--- src/rtl/gpio_pair_regs.sv ---
module gpio_pair_regs #(
  parameter int PW = 8,
  parameter int AW = 3
) (
  input  logic            clk,
  input  logic            rst_n,
  input  logic            bus_valid,
  input  logic            bus_write,
  input  logic [AW-1:0]   bus_addr,
  input  logic [1:0]      bus_be,
  input  logic [2*PW-1:0] bus_wdata,
  output logic [2*PW-1:0] bus_rdata,
  input  logic [2*PW-1:0] pin_in,
  output logic [2*PW-1:0] pad_oe,
  output logic [2*PW-1:0] pad_out,
  output logic [2*PW-1:0] pad_pull_en,
  output logic [2*PW-1:0] pad_pull_up,
  output logic [2*PW-1:0] pad_drive_full,
  output logic [2*PW-1:0] periph_in
);
  localparam int W = 2 * PW;
  localparam logic [AW-1:0] A_IN  = AW'(0);
  localparam logic [AW-1:0] A_OUT = AW'(1);
  localparam logic [AW-1:0] A_DIR = AW'(2);
  localparam logic [AW-1:0] A_PUL = AW'(3);
  localparam logic [AW-1:0] A_DRV = AW'(4);
  localparam logic [AW-1:0] A_SEL = AW'(5);

  logic [W-1:0] out_q, dir_q, pul_q, drv_q, sel_q;
  logic [W-1:0] sync0_q, sync1_q, hold_q;
  logic [W-1:0] lane_mask, rd_word;
  logic         wr_en, rd_en;

  assign wr_en     = bus_valid & bus_write;
  assign rd_en     = bus_valid & ~bus_write;
  assign lane_mask = {{PW{bus_be[1]}}, {PW{bus_be[0]}}};

  function automatic logic [W-1:0] merge(input logic [W-1:0] old, input logic [W-1:0] wd,
                                         input logic [W-1:0] m);
    return (old & ~m) | (wd & m);
  endfunction

  always_ff @(posedge clk or negedge rst_n) begin
    if (!rst_n) begin
      out_q <= '0;
      dir_q <= '0;
      pul_q <= '0;
      drv_q <= '0;
      sel_q <= '0;
    end else if (wr_en) begin
      case (bus_addr)
        A_OUT:   out_q <= merge(out_q, bus_wdata, lane_mask);
        A_DIR:   dir_q <= merge(dir_q, bus_wdata, lane_mask);
        A_PUL:   pul_q <= merge(pul_q, bus_wdata, lane_mask);
        A_DRV:   drv_q <= merge(drv_q, bus_wdata, lane_mask);
        A_SEL:   sel_q <= merge(sel_q, bus_wdata, lane_mask);
        default: ;
      endcase
    end
  end

  always_ff @(posedge clk or negedge rst_n) begin
    if (!rst_n) begin
      sync0_q <= '0;
      sync1_q <= '0;
      hold_q  <= '0;
    end else begin
      sync0_q <= pin_in;
      sync1_q <= sync0_q;
      hold_q  <= (sync1_q & sel_q) | (hold_q & ~sel_q);
    end
  end

  assign periph_in = (sync1_q & sel_q) | (hold_q & ~sel_q);

  always_comb begin
    case (bus_addr)
      A_IN:    rd_word = sync1_q;
      A_OUT:   rd_word = out_q;
      A_DIR:   rd_word = dir_q;
      A_PUL:   rd_word = pul_q;
      A_DRV:   rd_word = drv_q;
      A_SEL:   rd_word = sel_q;
      default: rd_word = '0;
    endcase
  end

  always_ff @(posedge clk or negedge rst_n) begin
    if (!rst_n) bus_rdata <= '0;
    else if (rd_en) begin
      case (bus_be)
        2'b01:   bus_rdata <= {{PW{1'b0}}, rd_word[PW-1:0]};
        2'b10:   bus_rdata <= {{PW{1'b0}}, rd_word[W-1:PW]};
        default: bus_rdata <= rd_word;
      endcase
    end
  end

  assign pad_oe         = dir_q;
  assign pad_out        = out_q;
  assign pad_pull_en    = pul_q & ~dir_q;
  assign pad_pull_up    = pul_q & ~dir_q & out_q;
  assign pad_drive_full = drv_q;

  logic [1:0] warm_q;
  always_ff @(posedge clk or negedge rst_n) begin
    if (!rst_n) warm_q <= '0;
    else if (warm_q != 2'd3) warm_q <= warm_q + 2'd1;
  end


  hi_lane_keep_chk: assert property (@(posedge clk) disable iff (!rst_n)
    (wr_en && !bus_be[1]) |=>
      $stable({pad_oe[W-1:PW], pad_out[W-1:PW], pad_pull_en[W-1:PW], pad_drive_full[W-1:PW]}));


  lo_lane_keep_chk: assert property (@(posedge clk) disable iff (!rst_n)
    (wr_en && !bus_be[0]) |=>
      $stable({pad_oe[PW-1:0], pad_out[PW-1:0], pad_pull_en[PW-1:0], pad_drive_full[PW-1:0]}));


  ro_write_chk: assert property (@(posedge clk) disable iff (!rst_n)
    (wr_en && (bus_addr == A_IN || bus_addr > A_SEL)) |=>
      $stable({pad_oe, pad_out, pad_pull_en, pad_pull_up, pad_drive_full}));


  sel_keeps_dir_chk: assert property (@(posedge clk) disable iff (!rst_n)
    (wr_en && bus_addr == A_SEL) |=> $stable(pad_oe));


  periph_follow_chk: assert property (@(posedge clk) disable iff (!rst_n)
    (warm_q == 2'd3) |-> (((periph_in ^ $past(pin_in, 2)) & sel_q) == '0));


  periph_hold_chk: assert property (@(posedge clk) disable iff (!rst_n)
    (warm_q == 2'd3) |-> (((periph_in ^ $past(periph_in)) & ~sel_q & ~$past(sel_q)) == '0));
endmodule

--- config.mk ---
export PLATFORM = sky130hd
export DESIGN_NAME = gpio_pair_regs
export DESIGN_NICKNAME = d
export VERILOG_FILES = /design/src/rtl/gpio_pair_regs.sv
export SDC_FILE = /design/constraint.sdc
export NUM_CORES = 1
export LEC_CHECK = 0
export ABC_CLOCK_PERIOD_IN_PS = 4450
export BUFFER_PORTS_ARGS = -buffer_cell sky130_fd_sc_hd__buf_2
export CAP_MARGIN = 15
export CORE_MARGIN = 5
export CORE_UTILIZATION = 57
export CTS_CLUSTER_SIZE = 14
export DETAILED_ROUTE_END_ITERATION = 8
export GPL_TIMING_DRIVEN = 1
export PLACE_DENSITY = 0.88
export SLEW_MARGIN = 20
export SYNTH_ARGS = -nofsm -noshare
export SYNTH_HDL_FRONTEND = slang
export SYNTH_SLANG_ARGS = --single-unit
--- constraint.sdc ---
create_clock -name clk -period 4.45 [get_ports clk]
set_clock_uncertainty 0.15 [all_clocks]
set_input_delay 0.445 -clock clk [delete_from_list [all_inputs] [get_ports clk]]
set_output_delay 0.445 -clock clk [all_outputs]
set_load 0.005 [all_outputs]
==> summary.txt, run 1 <==
cts bufs inserted - 17
CTS H-tree depth - 4
vias per cell - 5.74
number of global-route vias before repair - 4523
CP max FO - 31
synth warn - 0
Hold Path Class - in -> reg
DP Area - 7000 um^2
Die Span X - 114 um
Syn Inst Count - 438
clk sinks - 144
syn avg cell area - 14.1 um^2
crit share post-route - 52.7%
number of synthesized flops with an enable pin - 0
core footprint - 10700 um^2
largest net degree at the start of global routing - 119
post-place setup slack - 1.61 ns
GRT Residual Overflow - 0
required time of the critical path - 4.71 ns
drt total wl - 16.1 mm
GPL Wtd Cong - 0.845
Leak - 3.88 nW
GRT Overall Usage - 25.9%
I/O Buffers - 152
startpoint types - input pin
Final Cell Area - 7750 um^2
critical path endpoint category - register
VDD IR max - 0.000256 V
Cell Area, Synth - 6190 um^2
Seq/Total Area, Yosys - 58.2%
RSZ-0062 raised after global routing - no
routed vias - 4370
Total Power - 3.84 mW
layout cell share with drive strength beyond 1 - 44.5%
Area Overhead vs Synth - 25.3%
Async SR Flop Fraction - 100%
PostCTS Resize Cnt - 0
worst relative slew slack - 33.0%
initial antenna violation count - 4
Post-DP HPWL - 10.9 mm
TNS Setup - 0 ns
Achievable Freq - 426 MHz
max-slew violation count - 0
Routed Antenna Nets - 0
main flop type after synthesis - dfrtp_1
worst slew pin tran - 1.01 ns
WL/cell - 21.2 um
setup violators final - 0
Worst-Skew Late Latency - 0.54 ns
drt pass-1 iters - 5
Chip Height - 114 um
Die Area - 13000 um^2
Cell Pwr Density - 495 nW/um^2
clock-pin slew on the worst setup and hold paths - 0.06 ns
# DRC - 0
Final nets - 651
CTS root buffer - clkbuf_8
first-pass GRT wire length - 25.4 mm
PnR worst setup slack - 2.10 ns
Initial Utilization - 57.6%
worst-case clock buffer depth - 2
Final Hold Viols - 0
status - finished, final reports clean
Synth Register Bits - 144
Top-Level Pins - 153
Max Cap Viol - 0
Crit Path Category - in -> reg
CP arrival - 2.61 ns
CTS tree - yes
Syn Nets - 481
post-synth cell types - 40
Tmin final - 2.35 ns
Iteration-0 DRC Markers - 352
WHS - 0.0317 ns
Row Count - 38
-- synthesized netlist by cell type, drive strengths merged, types with 2 or more instances --
master | n | area [um^2]
or3 | 6 | 37.5
dfrtp | 144 | 3600
mux4 | 5 | 113
o21ai | 13 | 65.1
a21oi | 4 | 20.0
a221oi | 2 | 17.5
mux2 | 103 | 1220
ha | 2 | 25.0
nor2b | 18 | 113
inv | 7 | 26.3
nor2 | 18 | 87.6
nand3 | 3 | 25.0
nand2b | 4 | 32.5
o2bb2ai | 2 | 17.5
a21o | 2 | 15.0
and2 | 16 | 100
o211ai | 5 | 37.5
o221ai | 4 | 35.0
o31ai | 3 | 22.5
nor3 | 5 | 25.0
mux2i | 25 | 250
buf | 15 | 118
a32oi | 3 | 26.3
clkbuf | 4 | 15.0
nand2 | 16 | 62.6
a22oi | 2 | 15.0
a221o | 3 | 30.0
-- layout make-up --
cell class / count / area (um^2)
diodes: 1 / 2.50
clock buffers: 19 / 432
clock inverters: 12 / 143
fillers: 718 / 2990
inverters: 8 / 30.0
multi-input cells: 267 / 2420
flip-flops and latches: 144 / 3600
well taps: 140 / 175
repair buffers: 170 / 947
-- kinds of logic (layout without fill, tap and decap cells) --
family	Yosys count	in the layout	synth area share [%]
adders and majority gates	2	2	0.404
muxes	133	133	25.6
buffers and inverters	27	209	2.63
other	0	1	0
AOI/OAI and AO/OA	45	45	5.22
and+or+nand+nor	87	87	7.93
DFF	144	144	58.2
-- layer usage --
| metal | track usage [%] | wire length [um] | up-vias |
|---|---|---|---|
| li1 | - | - | 1903 |
| met1 | 33.3 | 6540 | 2204 |
| met2 | 40.4 | 7730 | 207 |
| met3 | 8.62 | 1290 | 50 |
| met4 | 11.5 | 544 | 6 |
| met5 | 0 | 22 | - |
-- timing repair --
| action | CTS | global route |
|---|---|---|
| buffers inserted | 0 | 0 |
| endpoints found under the hold margin | 133 | 0 |
| hold buffers | 17 | 0 |
-- power by group --
part | switching (mW) | leakage (nW) | internal, mW
Sequential | 0.178 | 1.80 | 1.54
Clock | 0.524 | 0.279 | 0.858
Combinational | 0.332 | 1.80 | 0.406
-- placed cells by master (no fill, tap or decap), drive strengths merged, types with 7 or more instances in the layout --
master / netlist / final
and2: 16 / 16
buf: 15 / 152
clkbuf: 4 / 20
clkinv: 1 / 7
dfrtp: 144 / 144
dlygate4sd3: 0 / 17
inv: 7 / 7
mux2: 103 / 103
mux2i: 25 / 25
nand2: 16 / 16
nor2: 18 / 18
nor2b: 18 / 18
o21ai: 13 / 13
-- stage by stage --
step | utilization [%] | cells
3_3_place_gp | 65.2 | 712
6_report | 72.2 | 761
2_1_floorplan | - | 438
5_1_grt | 72.2 | 761
3_5_place_dp | 65.2 | 712
4_1_cts | 72.1 | 760
-- path summary, 6_finish.rpt --
| check | start | endpoint | slack (ns) | cells after the start |
|---|---|---|---|---|
| setup / recovery | bus_addr[1] | register | 2.10 | 5 |
| hold / removal | bus_wdata[1] | register | 0.03 | 2 |
| setup reg to reg | register | bus_rdata[2]$_DFFE_PN0P_ | 2.73 | 3 |
| hold reg to reg | sync0_q[8]$_DFF_PN0_ | sync1_q[8]$_DFF_PN0_ | 0.20 | 0 |
| max in group asynchronous | rst_n | async pin | 2.72 | 3 |
| min in group asynchronous | rst_n | sync1_q[15]$_DFF_PN0_ | 0.47 | 2 |
-- critical path, cell delays in order --
cell and delay [ns]:
buf_2 0.35, nor2b_1 0.76, nand2_2 0.14, nor2_2 0.49
mux2_2 0.40
No activity file was read; power rests on OpenSTA's default activity.
==> run 2, diff against run 1 <==
--- a/config.mk
+++ b/config.mk
@@ -5,15 +5,15 @@
 export SDC_FILE = /design/constraint.sdc
 export NUM_CORES = 1
 export LEC_CHECK = 0
-export ABC_CLOCK_PERIOD_IN_PS = 4450
+export ABC_CLOCK_PERIOD_IN_PS = 1950
 export BUFFER_PORTS_ARGS = -buffer_cell sky130_fd_sc_hd__buf_2
 export CAP_MARGIN = 15
 export CORE_MARGIN = 5
-export CORE_UTILIZATION = 57
+export CORE_UTILIZATION = 48
 export CTS_CLUSTER_SIZE = 14
 export DETAILED_ROUTE_END_ITERATION = 8
 export GPL_TIMING_DRIVEN = 1
-export PLACE_DENSITY = 0.88
+export PLACE_DENSITY = 0.79
 export SLEW_MARGIN = 20
 export SYNTH_ARGS = -nofsm -noshare
 export SYNTH_HDL_FRONTEND = slang
==> constraint.sdc (replaced) <==
create_clock -name clk -period 1.95 [get_ports clk]
set_clock_uncertainty 0.15 [all_clocks]
set_input_delay 0.195 -clock clk [delete_from_list [all_inputs] [get_ports clk]]
set_output_delay 0.195 -clock clk [all_outputs]
set_load 0.005 [all_outputs]
==> run 2 against run 1 <==
Worst hold slack better by 0.11 ns. Via count grew 2.5%. Sequential power increased by 130%. Combinational power increased by 130%. Non-clock buffer count is 41 higher. Power grew 130%. Critical path type unchanged. Highest routed layer is now met4.
==> summary.txt, run 2 (synthesis gave the netlist of run 1 again) <==
initial antenna violation count - 1
Final Hold Viols - 0
routed vias - 4478
Worst-Skew Late Latency - 0.42 ns
Crit Path Category - in -> reg
vias per cell - 5.36
crit share post-route - 87.2%
required time of the critical path - 2.06 ns
Initial Utilization - 49.0%
PostCTS Resize Cnt - 0
status - finished, final reports clean
PnR worst setup slack - 0.250 ns
WL/cell - 19.5 um
clock-pin slew on the worst setup and hold paths - 0.06 ns
core footprint - 12600 um^2
cts bufs inserted - 17
Area Overhead vs Synth - 33.2%
crit path max-delay cell type - o31ai_1
CP arrival - 1.81 ns
drt pass-1 iters - 4
drt total wl - 16.3 mm
Top-Level Pins - 153
Final Cell Area - 8240 um^2
largest net degree at the start of global routing - 50
RSZ-0062 raised after global routing - no
Post CTS Setup Buffer Count - 0
CP max FO - 18
crit-path cells - buf_2 > buf_4 > mux2i_1 > nor2_1 > o31ai_1 > o211ai_1
CTS H-tree depth - 4
Final nets - 692
Iteration-0 DRC Markers - 289
Achievable Freq - 588 MHz
Die Span X - 124 um
CTS tree - yes
Cell Pwr Density - 1090 nW/um^2
TNS Setup - 0 ns
Die Area - 15300 um^2
Post-DP HPWL - 11.7 mm
setup violators final - 0
VDD IR max - 0.000604 V
commonest non-fill, non-tap cells in the layout - buf_2, dfrtp_1, mux2_2
fill count - 950
post-place setup slack - -0.0857 ns
M1 GR Usage - 29.6%
clk sinks - 144
DP Area - 7290 um^2
startpoint types - input pin
max-slew violation count - 0
Max Cap Viol - 0
Row Count - 41
CP max stage delay - 0.47 ns
worst relative slew slack - 62.2%
Routed Antenna Nets - 0
Leak - 4.10 nW
GPL Wtd Cong - 0.828
first-pass GRT wire length - 25.3 mm
Tmin final - 1.70 ns
CTS root buffer - clkbuf_16
worst-case clock buffer depth - 2
GRT Overall Usage - 22.3%
met2 usage - 34.7%
Chip Height - 124 um
hold_buf cts - 33
GR met3 Demand/Resource - 6.54%
busiest layer in global routing - met2
I/O Buffers - 152
critical path endpoint category - register
Hold Path Class - in -> async
number of global-route vias before repair - 4695
# DRC - 0
most common cell after layout, fill and taps aside - buf_2
GRT Residual Overflow - 0
worst slew pin tran - 0.566 ns
layout cell share with drive strength beyond 1 - 45.5%
-- run 2: changes by cell type in the layout (fill, tap and decap cells not counted), moves of 2 or more --
| cell | delta |
|---|---|
| buf_4 | +20 |
| buf_12 | +5 |
| dlygate4sd3_1 | +16 |
| clkbuf_8 | -2 |
-- run 2: final timing paths --
kind	start	endpoint	slack (ns)	cells after the start
worst min register to register	sync0_q[0]$_DFF_PN0_	sync1_q[0]$_DFF_PN0_	0.19	0
worst max register to register	register	bus_rdata[7]$_DFFE_PN0P_	0.35	4
max in group asynchronous	rst_n	hold_q[14]$_DFF_PN0_	0.90	3
min in group clk	bus_valid	bus_rdata[0]$_DFFE_PN0P_	0.19	5
worst min-delay path	rst_n	sync0_q[11]$_DFF_PN0_	0.14	2
worst max-delay path	bus_addr[0]	bus_rdata[4]$_DFFE_PN0P_	0.25	6
-- run 2: area by class of cell --
| type | count | area, um^2 | share of cell area [%] |
|---|---|---|---|
| inverter | 8 | 30.0 | 0.364 |
| tap | 172 | 215 | 2.61 |
| timing repair buffer | 211 | 1360 | 16.4 |
| clock buffer | 20 | 447 | 5.42 |
| multi-input combinational | 267 | 2420 | 29.4 |
| antenna | 2 | 5.00 | 0.0607 |
| clock inverter | 12 | 165 | 2.00 |
| sequential | 144 | 3600 | 43.7 |
-- run 2: routing by layer --
metal	part of all wire, %	vias up
li1	-	2019
met1	43	2275
met2	49	161
met3	6.8	23
met4	1.9	0
met5	0	-
-- run 2: per-stage QoR --
stage / std cells / hold slack, ns / total power [mW] / util, %
final: 836 / 0.141 / 8.99 / 65.3
after detailed placement: 769 / 0.0189 / 5.64 / 57.8
after global placement: 769 / 0.00943 / 5.55 / 57.8
after CTS: 834 / 0.140 / 9.07 / 65.3
after global routing: 835 / 0.189 / 9.42 / 65.3
after floorplan: 438 / -0.251 / 4.73 / -
-- run 2: where the power goes --
part | leakage (nW) | switching, mW | total, mW | internal [mW]
Sequential | 1.80 | 0.403 | 3.92 | 3.52
Combinational | 2.00 | 0.739 | 1.72 | 0.983
Clock | 0.299 | 1.19 | 3.35 | 2.16
-- run 2: critical path: cells and delay by family --
family,cells,cell delay [ns]
and+or+nand+nor,1,0.06
AOI/OAI and AO/OA,2,0.62
buffers and inverters,2,0.70
muxes,1,0.23
